===== src/rtl/psl_pkg.sv =====
package psl_pkg;

  // register select codes
  localparam int REG_DOUT = 0;
  localparam int REG_DIR  = 1;
  localparam int REG_CTL  = 2;
  localparam int REG_AOE  = 3;
  localparam int REG_MODE = 4;

  // mode bit positions within the write data
  localparam int MODE_BIT_ADDR_IN   = 0;
  localparam int MODE_BIT_DATA_PORT = 1;
  localparam int MODE_BIT_PERIPH    = 7;

  typedef struct packed {
    logic periph;
    logic data_port;
    logic addr_in;
  } mode_t;

  typedef enum logic [1:0] {
    PM_LOCAL  = 2'd0,  // per-pin address output / general I/O
    PM_PERIPH = 2'd1,
    PM_DATA   = 2'd2
  } port_mode_e;

endpackage


===== src/rtl/psl_cfg_regs.sv =====
module psl_cfg_regs
  import psl_pkg::*;
#(
  parameter int W     = 8,
  parameter int SEL_W = 3
) (
  input  logic             clk,
  input  logic             rst_n,
  input  logic             we,
  input  logic [SEL_W-1:0] sel,
  input  logic [W-1:0]     wdata,
  output logic [W-1:0]     dout_q,
  output logic [W-1:0]     dir_q,
  output logic [W-1:0]     ctl_q,
  output logic [W-1:0]     aoe_q,
  output mode_t            mode_q
);

  localparam int NREG = 4;

  logic [W-1:0] regs_q [NREG];

  genvar g;
  generate
    for (g = 0; g < NREG; g++) begin : g_reg
      always_ff @(posedge clk or negedge rst_n) begin
        if (!rst_n) regs_q[g] <= '0;
        else if (we && sel == SEL_W'(g)) regs_q[g] <= wdata;
      end
    end
  endgenerate

  always_ff @(posedge clk or negedge rst_n) begin
    if (!rst_n) begin
      mode_q <= '0;
    end else if (we && sel == SEL_W'(REG_MODE)) begin
      mode_q.periph    <= wdata[MODE_BIT_PERIPH];
      mode_q.data_port <= wdata[MODE_BIT_DATA_PORT];
      mode_q.addr_in   <= wdata[MODE_BIT_ADDR_IN];
    end
  end

  assign dout_q = regs_q[REG_DOUT];
  assign dir_q  = regs_q[REG_DIR];
  assign ctl_q  = regs_q[REG_CTL];
  assign aoe_q  = regs_q[REG_AOE];

  // selects above the mode register leave every register unchanged
  a_r11_unused_sel: assert property (@(posedge clk) disable iff (!rst_n)
    (we && sel > SEL_W'(REG_MODE)) |=>
      ($stable(dout_q) && $stable(dir_q) && $stable(ctl_q) &&
       $stable(aoe_q) && $stable(mode_q)));

  // with no write strobe nothing changes
  a_r11_idle_hold: assert property (@(posedge clk) disable iff (!rst_n)
    !we |=> ($stable(mode_q) && $stable(dir_q) && $stable(aoe_q)));

endmodule


===== src/rtl/psl_strobe_latch.sv =====
module psl_strobe_latch #(
  parameter int W = 8
) (
  input  logic         clk,
  input  logic         rst_n,
  input  logic         capture,
  input  logic [W-1:0] d,
  output logic [W-1:0] q
);

  always_ff @(posedge clk or negedge rst_n) begin
    if (!rst_n)       q <= '0;
    else if (capture) q <= d;
  end

  // the latched byte holds while no capture is requested
  a_r3_hold: assert property (@(posedge clk) disable iff (!rst_n)
    !capture |=> $stable(q));

  // a capture loads the presented value
  a_r6_capture: assert property (@(posedge clk) disable iff (!rst_n)
    capture |=> (q == $past(d)));

endmodule


===== src/rtl/psl_pin_mux.sv =====
module psl_pin_mux
  import psl_pkg::*;
#(
  parameter int          W     = 8,
  parameter logic [W-1:0] AVAIL = '1
) (
  input  logic         clk,
  input  logic         rst_n,
  input  mode_t        mode,
  input  logic [W-1:0] dout,
  input  logic [W-1:0] dir,
  input  logic [W-1:0] ctl,
  input  logic [W-1:0] aoe,
  input  logic [W-1:0] addr_byte,
  input  logic [1:0]   psel,
  input  logic         bus_rd,
  input  logic         bus_wr,
  input  logic [W-1:0] wdata,
  input  logic [W-1:0] pin_in,
  output logic [W-1:0] pin_out,
  output logic [W-1:0] pin_oe,
  output logic [W-1:0] rdata,
  output logic         rdata_en
);

  port_mode_e   pmode;
  logic [W-1:0] addr_pin;
  logic [W-1:0] gpio_drv;
  logic         buf_on;

  // data port wins over peripheral buffer, which wins over per-pin use
  always_comb begin
    if (mode.data_port)   pmode = PM_DATA;
    else if (mode.periph) pmode = PM_PERIPH;
    else                  pmode = PM_LOCAL;
  end

  assign addr_pin = AVAIL & (aoe | (dir & ctl));
  assign gpio_drv = dir & ~addr_pin;

  always_comb begin
    unique case (pmode)
      PM_DATA:   buf_on = 1'b1;
      PM_PERIPH: buf_on = |psel;
      default:   buf_on = 1'b0;
    endcase
  end

  always_comb begin
    pin_out  = '0;
    pin_oe   = '0;
    rdata    = '0;
    rdata_en = 1'b0;
    if (pmode == PM_LOCAL) begin
      pin_out = (addr_pin & addr_byte) | (~addr_pin & dout);
      pin_oe  = addr_pin | gpio_drv;
    end else if (buf_on) begin
      if (bus_wr) begin
        pin_out = wdata;
        pin_oe  = '1;
      end else if (bus_rd) begin
        rdata    = pin_in;
        rdata_en = 1'b1;
      end
    end
  end

  // peripheral buffer with no select leaves the pins and bus alone
  a_r8_psel_tristate: assert property (@(posedge clk) disable iff (!rst_n)
    (mode.periph && !mode.data_port && psel == 2'b00) |->
      (pin_oe == '0 && !rdata_en));

  // data port drives no pin outside an MCU write
  a_r9_dataport_idle: assert property (@(posedge clk) disable iff (!rst_n)
    (mode.data_port && !bus_wr) |-> (pin_oe == '0));

  // the slice never drives the pins and the read bus together
  a_r7_no_contention: assert property (@(posedge clk) disable iff (!rst_n)
    rdata_en |-> (pin_oe == '0 && bus_rd));

  // a pin with direction 0 and no address use stays undriven in local mode
  a_r2_input_pin: assert property (@(posedge clk) disable iff (!rst_n)
    (!mode.data_port && !mode.periph) |-> ((pin_oe & ~dir & ~aoe) == '0));

endmodule


===== src/rtl/mcu_port_slice.sv =====
module mcu_port_slice
  import psl_pkg::*;
#(
  parameter int W           = 8,
  parameter int SEL_W       = 3,
  parameter int HIGH_PORT   = 0,
  parameter int BUS_VARIANT = 0
) (
  input  logic             clk,
  input  logic             rst_n,
  input  logic             cfg_we,
  input  logic [SEL_W-1:0] cfg_sel,
  input  logic [W-1:0]     cfg_wdata,
  input  logic             bus_ale,
  input  logic [2*W-1:0]   bus_ad,
  input  logic             bus_rd,
  input  logic             bus_wr,
  input  logic [1:0]       psel,
  input  logic [W-1:0]     pin_in,
  output logic [W-1:0]     pin_out,
  output logic [W-1:0]     pin_oe,
  output logic [W-1:0]     bus_rdata,
  output logic             bus_rdata_en,
  output logic [W-1:0]     addr_in
);

  localparam int  NIB = W / 2;
  localparam bit  LOW_NIB_BLOCKED = (BUS_VARIANT == 1) && (HIGH_PORT == 0);
  localparam logic [W-1:0] AVAIL =
    LOW_NIB_BLOCKED ? {{(W-NIB){1'b1}}, {NIB{1'b0}}} : {W{1'b1}};

  logic [W-1:0] dout_q, dir_q, ctl_q, aoe_q;
  mode_t        mode_q;
  logic [W-1:0] ad_byte;
  logic [W-1:0] addr_out_q;
  logic         unused_ad;

  psl_cfg_regs #(.W(W), .SEL_W(SEL_W)) u_regs (
    .clk    (clk),
    .rst_n  (rst_n),
    .we     (cfg_we),
    .sel    (cfg_sel),
    .wdata  (cfg_wdata),
    .dout_q (dout_q),
    .dir_q  (dir_q),
    .ctl_q  (ctl_q),
    .aoe_q  (aoe_q),
    .mode_q (mode_q)
  );

  generate
    if (HIGH_PORT != 0) begin : g_hi
      assign ad_byte = bus_ad[2*W-1:W];
    end else begin : g_lo
      assign ad_byte = bus_ad[W-1:0];
    end
  endgenerate

  assign unused_ad = ^bus_ad;

  psl_strobe_latch #(.W(W)) u_addr_out (
    .clk     (clk),
    .rst_n   (rst_n),
    .capture (bus_ale),
    .d       (ad_byte),
    .q       (addr_out_q)
  );

  psl_strobe_latch #(.W(W)) u_addr_in (
    .clk     (clk),
    .rst_n   (rst_n),
    .capture (bus_ale & mode_q.addr_in),
    .d       (pin_in),
    .q       (addr_in)
  );

  psl_pin_mux #(.W(W), .AVAIL(AVAIL)) u_mux (
    .clk       (clk),
    .rst_n     (rst_n),
    .mode      (mode_q),
    .dout      (dout_q),
    .dir       (dir_q),
    .ctl       (ctl_q),
    .aoe       (aoe_q),
    .addr_byte (addr_out_q),
    .psel      (psel),
    .bus_rd    (bus_rd),
    .bus_wr    (bus_wr),
    .wdata     (bus_ad[W-1:0]),
    .pin_in    (pin_in),
    .pin_out   (pin_out),
    .pin_oe    (pin_oe),
    .rdata     (bus_rdata),
    .rdata_en  (bus_rdata_en)
  );

  generate
    if (LOW_NIB_BLOCKED) begin : g_chk_blocked
      // blocked low pins are driven only as general I/O
      a_r5_low_nibble_gpio: assert property (@(posedge clk) disable iff (!rst_n)
        (!mode_q.periph && !mode_q.data_port) |->
          ((pin_oe[NIB-1:0] & ~dir_q[NIB-1:0]) == '0 &&
           (pin_out[NIB-1:0] & pin_oe[NIB-1:0]) ==
           (dout_q[NIB-1:0] & pin_oe[NIB-1:0])));
    end
  endgenerate

endmodule


===== config.mk =====
export PLATFORM = sky130hd
export DESIGN_NAME = mcu_port_slice
export DESIGN_NICKNAME = d
export VERILOG_FILES = /design/src/rtl/psl_pkg.sv /design/src/rtl/psl_cfg_regs.sv /design/src/rtl/psl_strobe_latch.sv /design/src/rtl/psl_pin_mux.sv /design/src/rtl/mcu_port_slice.sv
export SDC_FILE = /design/constraint.sdc
export NUM_CORES = 1
export LEC_CHECK = 0
export BUFFER_PORTS_ARGS = -buffer_cell sky130_fd_sc_hd__buf_4
export CAP_MARGIN = 30
export CELL_PAD_IN_SITES_DETAIL_PLACEMENT = 1
export CELL_PAD_IN_SITES_GLOBAL_PLACEMENT = 1
export CORE_MARGIN = 2
export CORE_UTILIZATION = 39
export DETAILED_ROUTE_END_ITERATION = 16
export HOLD_SLACK_MARGIN = 0.03
export PLACE_DENSITY = 0.82
export SETUP_SLACK_MARGIN = 0.4
export SLEW_MARGIN = 5
export SYNTH_ARGS = -nofsm -noshare
export SYNTH_HDL_FRONTEND = slang
export SYNTH_SLANG_ARGS = --single-unit

===== constraint.sdc =====
create_clock -name clk -period 1.8 [get_ports clk]
set_clock_uncertainty 0.2 [all_clocks]
set_input_delay 0.09 -clock clk [delete_from_list [all_inputs] [get_ports clk]]
set_output_delay 0.09 -clock clk [all_outputs]
set_load 0.05 [all_outputs]

==> results of run 1 <==
## cells in the mapped netlist
| cell type | number |
|---|---|
| sky130_fd_sc_hd__dfrtp_1 | 51 |
| sky130_fd_sc_hd__mux2_2 | 51 |
| sky130_fd_sc_hd__nand2_1 | 10 |
| sky130_fd_sc_hd__a21oi_1 | 9 |
| sky130_fd_sc_hd__o21ai_0 | 9 |
| sky130_fd_sc_hd__and2_1 | 8 |
| sky130_fd_sc_hd__mux2i_1 | 8 |
| sky130_fd_sc_hd__o2bb2ai_1 | 8 |
| sky130_fd_sc_hd__buf_2 | 4 |
| sky130_fd_sc_hd__nor4bb_1 | 2 |
| sky130_fd_sc_hd__a21boi_1 | 1 |
| sky130_fd_sc_hd__inv_1 | 1 |
| sky130_fd_sc_hd__nand2b_1 | 1 |
| sky130_fd_sc_hd__nand4b_1 | 1 |
| sky130_fd_sc_hd__nor2_1 | 1 |
| sky130_fd_sc_hd__nor3_1 | 1 |
| sky130_fd_sc_hd__nor4b_4 | 1 |
| sky130_fd_sc_hd__o311ai_1 | 1 |
| sky130_fd_sc_hd__or2_2 | 1 |
## layout by cell type (no fill, tap or decap), types with 3 or more instances in the layout
cell / instances
sky130_fd_sc_hd__mux2i_1: 7
sky130_fd_sc_hd__and2_4: 7
sky130_fd_sc_hd__a21oi_1: 7
sky130_fd_sc_hd__dlygate4sd3_1: 25
sky130_fd_sc_hd__buf_8: 4
sky130_fd_sc_hd__clkbuf_8: 5
sky130_fd_sc_hd__mux2_2: 51
sky130_fd_sc_hd__nand2_4: 6
sky130_fd_sc_hd__o21ai_0: 8
sky130_fd_sc_hd__buf_6: 22
sky130_fd_sc_hd__o2bb2ai_2: 7
sky130_fd_sc_hd__dfrtp_1: 49
sky130_fd_sc_hd__buf_4: 49
sky130_fd_sc_hd__nand2_2: 3
## final timing paths
kind	end	cells past startpoint	startpoint	slack, ns
setup / recovery	pin_oe[4]	5	u_regs.mode_q[2]	-0.11
hold / removal	u_addr_in.q[5]	3	bus_ale	0.11
setup reg to reg	u_addr_in.q[2]	2	u_regs.mode_q[0]	0.51
hold reg to reg	u_addr_out.q[1]	1	u_addr_out.q[1]	0.32
max in group asynchronous	u_regs.mode_q[1]	2	rst_n	0.79
min in group asynchronous	u_addr_out.q[2]	2	rst_n	0.15
## logic make-up (layout without fill, tap and decap cells)
group                  Yosys count  in the layout
muxes                           59             59
and+or+nand+nor                 26             26
buffers and inverters            5            112
DFF                             51             51
AOI/OAI and AO/OA               28             29
## worst max-delay path, delay by kind of cell, from the launching register on
kind	cells	cell delay [ns]
AO/OA/AOI/OAI	1	0.19
AND/OR/NAND/NOR	2	0.33
buffers and inverters	2	0.32
flip-flops	1	0.47
## layer usage
layer | up-vias | routed length (µm)
li1 | 829 | -
met1 | 942 | 3100
met2 | 32 | 4120
met3 | 8 | 170
met4 | 0 | 110
met5 | - | 0
## power breakdown
group / total (mW) / switching [mW] / internal [mW] / leakage (nW)
logic: 2.00 / 1.17 / 0.828 / 0.965
clock network: 0.670 / 0.395 / 0.274 / 0.0483
registers: 1.59 / 0.193 / 1.40 / 0.606
total: 4.26 / 1.76 / 2.50 / 1.62
## registers in the layout (all words and copies together), names as in the netlist
name,cells
u_addr_in.q,8
u_addr_out.q,8
u_regs.aoe_q,8
u_regs.ctl_q,8
u_regs.dir_q,8
u_regs.dout_q,8
u_regs.mode_q,3
## what timing repair did
| action | 4_1_cts | 5_1_grt |
|---|---|---|
| pin swaps | 3 | 4 |
| endpoints found under the hold margin | 102 | 0 |
| hold buffers | 26 | 0 |
| setup endpoints to repair | 29 | 33 |
| resized for setup | 30 | 17 |
| gates cloned | 1 | 0 |
| setup buffers | 0 | 0 |
## cell type report
type,instances,area (µm²)
clock inverters,3,18.8
multi-input cells,114,1210
repair buffers,103,978
well taps,72,90.1
fillers,538,1960
clock buffers,5,68.8
flip-flops and latches,51,1280
inverters,1,3.75
==> results.cfg, run 1 <==
[status]
status = finished, violations left
violated_checks = setup timing

[route]
wire_per_inst_um = 21.5
detailedRoute.firstPassIterationCount = 6
remaining_drc_errors = 0
via_count = 1811
routed_via_density = 5.19
ant_nets = 0
detailedRoute.firstIterationViolations = 52
finalWirelength_um = 7500

[clocking]
cts_num_sinks = 51
worst_setup_hold_path_clk_slew_ns = 0.10
cts.path.max_buffers = 2
tritoncts.num_buffers = 5
cts_tree = yes
cts.htree.levels = 2
clk_latency_ns = 0.32
root_buffer = sky130_fd_sc_hd__clkbuf_8

[floorplanning]
die-height_um = 80.7
dieWidth_um = 80.7
core.rowCount = 27
coreArea_um2 = 5610
start_util = 0.409
floorplan.io_pins = 76
dieArea_um2 = 6510

[logic_synthesis]
ys_seq_elements = 51
synth_top_area_frac = 0.557
yosysWarnings = 0
synth_sequential_area_ratio = 0.557
mappedNetlistArea_um2 = 2290
synth.lib_cells_used.distinct = 19
postSynthNetCount = 212
netlist.top_cell.by_area = sky130_fd_sc_hd__dfrtp_1
post_synth_mux_area_share = 0.285
post_synth_fa_ha_maj_area_fraction = 0
mapped_cells = 169
syn_area_per_cell_um2 = 13.6
synth_area_leaders = sky130_fd_sc_hd__dfrtp_1 56%, sky130_fd_sc_hd__mux2_2 25%, sky130_fd_sc_hd__mux2i_1 3.5%, sky130_fd_sc_hd__o2bb2ai_1 3.1%, sky130_fd_sc_hd__and2_1 2.2%
combinational_family_with_the_most_area_after_synthesis = multiplexers
post_synth_and_or_nand_nor_area_fraction = 0.0704
post_synth_xor_area_fraction = 0
synth-compound-area-share = 0.0770

[grt]
via_count_of_the_first_global_routing_pass = 2067
globalRouteTotalUtil = 0.249
grt_overflow_total = 0
grt.met3_usage = 0.0517
grt_start_max_net_pins = 52
grt_pass1_wl_um = 11600
gr-max-usage-layer = met2
grtUsageMet2 = 0.446
met1_routing_resource_usage_after_global_routing = 0.298
antenna_violations_before_repair = 0

[timing]
period_minus_slack_ns = 1.91
fin_worst_hold_slack_ns = 0.110
slew_violations = 0
final-hold-violation-count = 0
relSlewSlack = 0.578
fin_setup_tns_ns = -1.10
min_period_over_period = 1.06
highest_attainable_clock_frequency_mhz = 523
unrepaired_setup_endpoints_after_global_routing = true
max_slew.worst_pin.slew_ns = 0.633
report.final.setup_viol = 16
setup_ws_ns = -0.113

[power_and_ir_drop]
total_power_mw = 4.26
p_leak_nw = 1.62
worst_vdd_rail_ir_drop_uv = 789
power.density_cell_area_nw_per_um2 = 1170

[critical_path]
required_ns = 1.51
critPathCaptureType = output pin
crit_path_max_incr_delay_ns = 0.47
critical_path.slowest_cell = sky130_fd_sc_hd__dfrtp_2
timing.critical_path.arrival_ns = 1.62
critical_path_peak_fanout = 5
timing.critical_path.from_type = register
timing.critical_path.cells = nor2_2, buf_4, o21ai_0, nand2_4, buf_8
worst-setup-path-type = reg -> out

[placement]
numPortBuffers = 67
dpl.hpwl_um = 4250
placed_cells = 314
detailedPlace.worstSlack_ns = 0.195
routabilityCongestion = 0.708
post_dp_cell_area_um2 = 3110

[cells_and_area]
final_cell_area_um2 = 3650
antenna_cells_inserted = 0
finish.net_count = 319
post-route-util = 0.651
area_delta_synth_final_pct = 59.2
layoutNonFillerInstCount = 349
drive_gt1_frac = 0.635

[min_path]
min_path_type = in -> reg

[run]
max_cap_viol_count = 0
(Power assumes the default switching activity.)
==> inputs of run 2 (changes only) <==
Settings changed: CORE_UTILIZATION 39 to 40, PLACE_DENSITY 0.82 to 0.83, SYNTH_HIERARCHICAL from default to 1.
==> results.cfg, run 2 <==
[status]
status = finished, violations left
violated_checks = setup timing

[logic_synthesis]
mapped_cells = 169
ys.flop_type = sky130_fd_sc_hd__dfrtp_1
leading_cell_type_by_number_of_instances_after_synthesis = sky130_fd_sc_hd__dfrtp_1
synth.lib_cells_used.distinct = 23
ys_seq_elements = 51
mappedNetlistArea_um2 = 2410
syn_area_per_cell_um2 = 14.3
synth_area_leaders = sky130_fd_sc_hd__dfrtp_1 53%, sky130_fd_sc_hd__mux2_2 16%, sky130_fd_sc_hd__mux2_4 10%, sky130_fd_sc_hd__mux2i_1 3.3%, sky130_fd_sc_hd__o2bb2ai_1 2.9%
yosysWarnings = 6
synth_sequential_area_ratio = 0.529
netlist.top_cell.by_area = sky130_fd_sc_hd__dfrtp_1
synth_commonest_cells = 51 x sky130_fd_sc_hd__dfrtp_1, 35 x sky130_fd_sc_hd__mux2_2, 16 x sky130_fd_sc_hd__mux2_4
synth-async-reset-ratio = 1.00
postSynthNetCount = 212
synth_top_area_frac = 0.529
synth_enable_flop_cells = 0

[route]
detailedRoute.firstIterationViolations = 90
remaining_drc_errors = 0
ant_nets = 0
routed_via_density = 5.40
wire_per_inst_um = 23.7
via_count = 1910
detailedRoute.firstPassIterationCount = 4
finalWirelength_um = 8400

[timing]
relSlewSlack = 0.567
highest_attainable_clock_frequency_mhz = 527
max_slew.worst_pin.slew_ns = 0.649
report.final.setup_viol = 20
final-hold-violation-count = 0
unrepaired_setup_endpoints_after_global_routing = true
slew_violations = 0
period_minus_slack_ns = 1.90
min_period_over_period = 1.05
setup_ws_ns = -0.0990
fin_worst_hold_slack_ns = 0.0134

[critical_path]
crit_top_cell = sky130_fd_sc_hd__buf_6
timing.critical_path.from_type = register
crit_path_max_incr_delay_ns = 0.46
critical_path_peak_fanout = 8
reg2reg_slack_ns = 0.43
worstReg2RegEnd = u_addr_in/q[3]
r2r_start = u_regs/mode_q[0]
critical_path.slowest_cell = sky130_fd_sc_hd__dfrtp_2
timing.reg2reg.worst_path_depth = 3
timing.critical_path.arrival_ns = 1.61
required_ns = 1.51
worst-setup-path-type = reg -> out
critPathCaptureType = output pin
timing.critical_path.cells = or2_4, o311ai_4, buf_6, nand2_2, buf_6

[cells_and_area]
most_common_cell_after_layout_fill_and_taps_aside = sky130_fd_sc_hd__buf_4
finish.net_count = 321
final.fill_count = 567
antenna_cells_inserted = 0
drive_gt1_frac = 0.627
final_cell_mix = 50 x sky130_fd_sc_hd__buf_4, 49 x sky130_fd_sc_hd__dfrtp_1, 35 x sky130_fd_sc_hd__mux2_2
area_delta_synth_final_pct = 57.7

[power_and_ir_drop]
p_leak_nw = 1.71
power.density_cell_area_nw_per_um2 = 1180
worst_vdd_rail_ir_drop_uv = 559

[clocking]
cts_num_sinks = 51
clk_latency_ns = 0.30
worst_setup_hold_path_clk_slew_ns = 0.09
cts.path.max_buffers = 2
root_buffer = sky130_fd_sc_hd__clkbuf_8
postCtsHoldBufs = 25
cts_tree = yes
cts.htree.levels = 2
tritoncts.num_buffers = 5

[placement]
routabilityCongestion = 0.706
numPortBuffers = 67
detailedPlace.worstSlack_ns = 0.166
dpl.hpwl_um = 4230

[min_path]
min_delay_worst_endpoint = u_addr_out/q[3]
worst_hold_startpoint = bus_ale
min_path_type = in -> reg
whs_path_depth = 2

[grt]
grt_start_max_net_pins = 52
globalRouteTotalUtil = 0.249
grt_pass1_wl_um = 12100
grt_overflow_total = 0
via_count_of_the_first_global_routing_pass = 2071
antenna_violations_before_repair = 0

[floorplanning]
core.rowCount = 28
floorplan.io_pins = 76
start_util = 0.410
dieArea_um2 = 6660
dieWidth_um = 81.6
die-height_um = 81.6
coreArea_um2 = 5890

[run]
max_cap_viol_count = 0
[run 2: cell count changes after synthesis, moves of 2 or more]
| cell | before | now |
|---|---|---|
| sky130_fd_sc_hd__nand2_1 | 10 | 8 |
| sky130_fd_sc_hd__mux2_2 | 51 | 35 |
| sky130_fd_sc_hd__mux2_4 | 0 | 16 |
| sky130_fd_sc_hd__buf_6 | 0 | 3 |
| sky130_fd_sc_hd__buf_2 | 4 | 2 |
[run 2: worst max path at each step]
stage / startpoint / end / slack, ns
floorplan: u_regs/mode_q[1] / pin_out[0] / 0.24
global placement: u_regs/mode_q[1] / pin_oe[2] / 0.20
detailed placement: u_regs/mode_q[1] / pin_oe[1] / 0.17
CTS: u_regs/mode_q[1] / pin_oe[3] / -0.04
global route: u_regs/mode_q[1] / pin_oe[1] / -0.15
finish: u_regs/mode_q[2] / pin_oe[5] / -0.1
[run 2: critical path, delay by kind of cell (launching register included)]
| kind | cells | cell delay (ns) |
|---|---|---|
| AO/OA/AOI/OAI | 1 | 0.09 |
| buffers and inverters | 2 | 0.37 |
| flip-flops | 1 | 0.46 |
| AND/OR/NAND/NOR | 2 | 0.37 |
[run 2: repair_timing]
| action | 4_1_cts | 5_1_grt |
|---|---|---|
| gates cloned | 1 | 0 |
| resized for setup | 43 | 16 |
| hold endpoints to repair | 102 | 8 |
| setup buffers | 1 | 3 |
| pin swaps | 3 | 4 |
| setup endpoints to repair | 25 | 25 |
[run 2: cell families (layout without fill, tap and decap cells)]
| family | count (synthesis) | after routing | synth area share |
|---|---|---|---|
| muxes | 59 | 59 | 0.296 |
| DFF | 51 | 51 | 0.529 |
| AOI/OAI and AO/OA | 28 | 29 | 0.0851 |
| and+or+nand+nor | 25 | 25 | 0.0695 |
| buffers and inverters | 6 | 115 | 0.0197 |
[run 2: area by class of cell]
cell class	instances	area, µm²	area share
Tap cell	75	93.8	0.0247
Multi-Input combinational cell	113	1270	0.335
Clock inverter	1	7.51	0.00197
Timing Repair Buffer	106	1040	0.274
Clock buffer	7	96.3	0.0253
Inverter	1	11.3	0.00296
Sequential cell	51	1280	0.336
[run 2: stage by stage]
| stage | area, µm² | TNS, ns | total power [mW] | instances | utilization |
|---|---|---|---|---|---|
| 2_1_floorplan | 2510 | 0 | 2.79 | 169 | - |
| 3_3_place_gp | 3140 | 0 | 3.29 | 316 | 0.533 |
| 3_5_place_dp | 3140 | 0 | 3.34 | 316 | 0.533 |
| 4_1_cts | 3680 | -0.480 | 4.27 | 351 | 0.625 |
| 5_1_grt | 3800 | -2.15 | 4.68 | 354 | 0.646 |
| 6_report | 3800 | -1.41 | 4.49 | 354 | 0.646 |
[run 2: layer usage]
metal | share of wire | global-route usage
met4 | 0.031 | 0.0517
met3 | 0.036 | 0.0407
met1 | 0.40 | 0.324
met2 | 0.53 | 0.440
met5 | 0 | 0
[run 2: power breakdown]
group / total, mW / switching (mW) / internal (mW)
sequential: 1.60 / 0.199 / 1.40
combinational: 2.15 / 1.23 / 0.919
clock: 0.743 / 0.393 / 0.350
total: 4.49 / 1.82 / 2.67
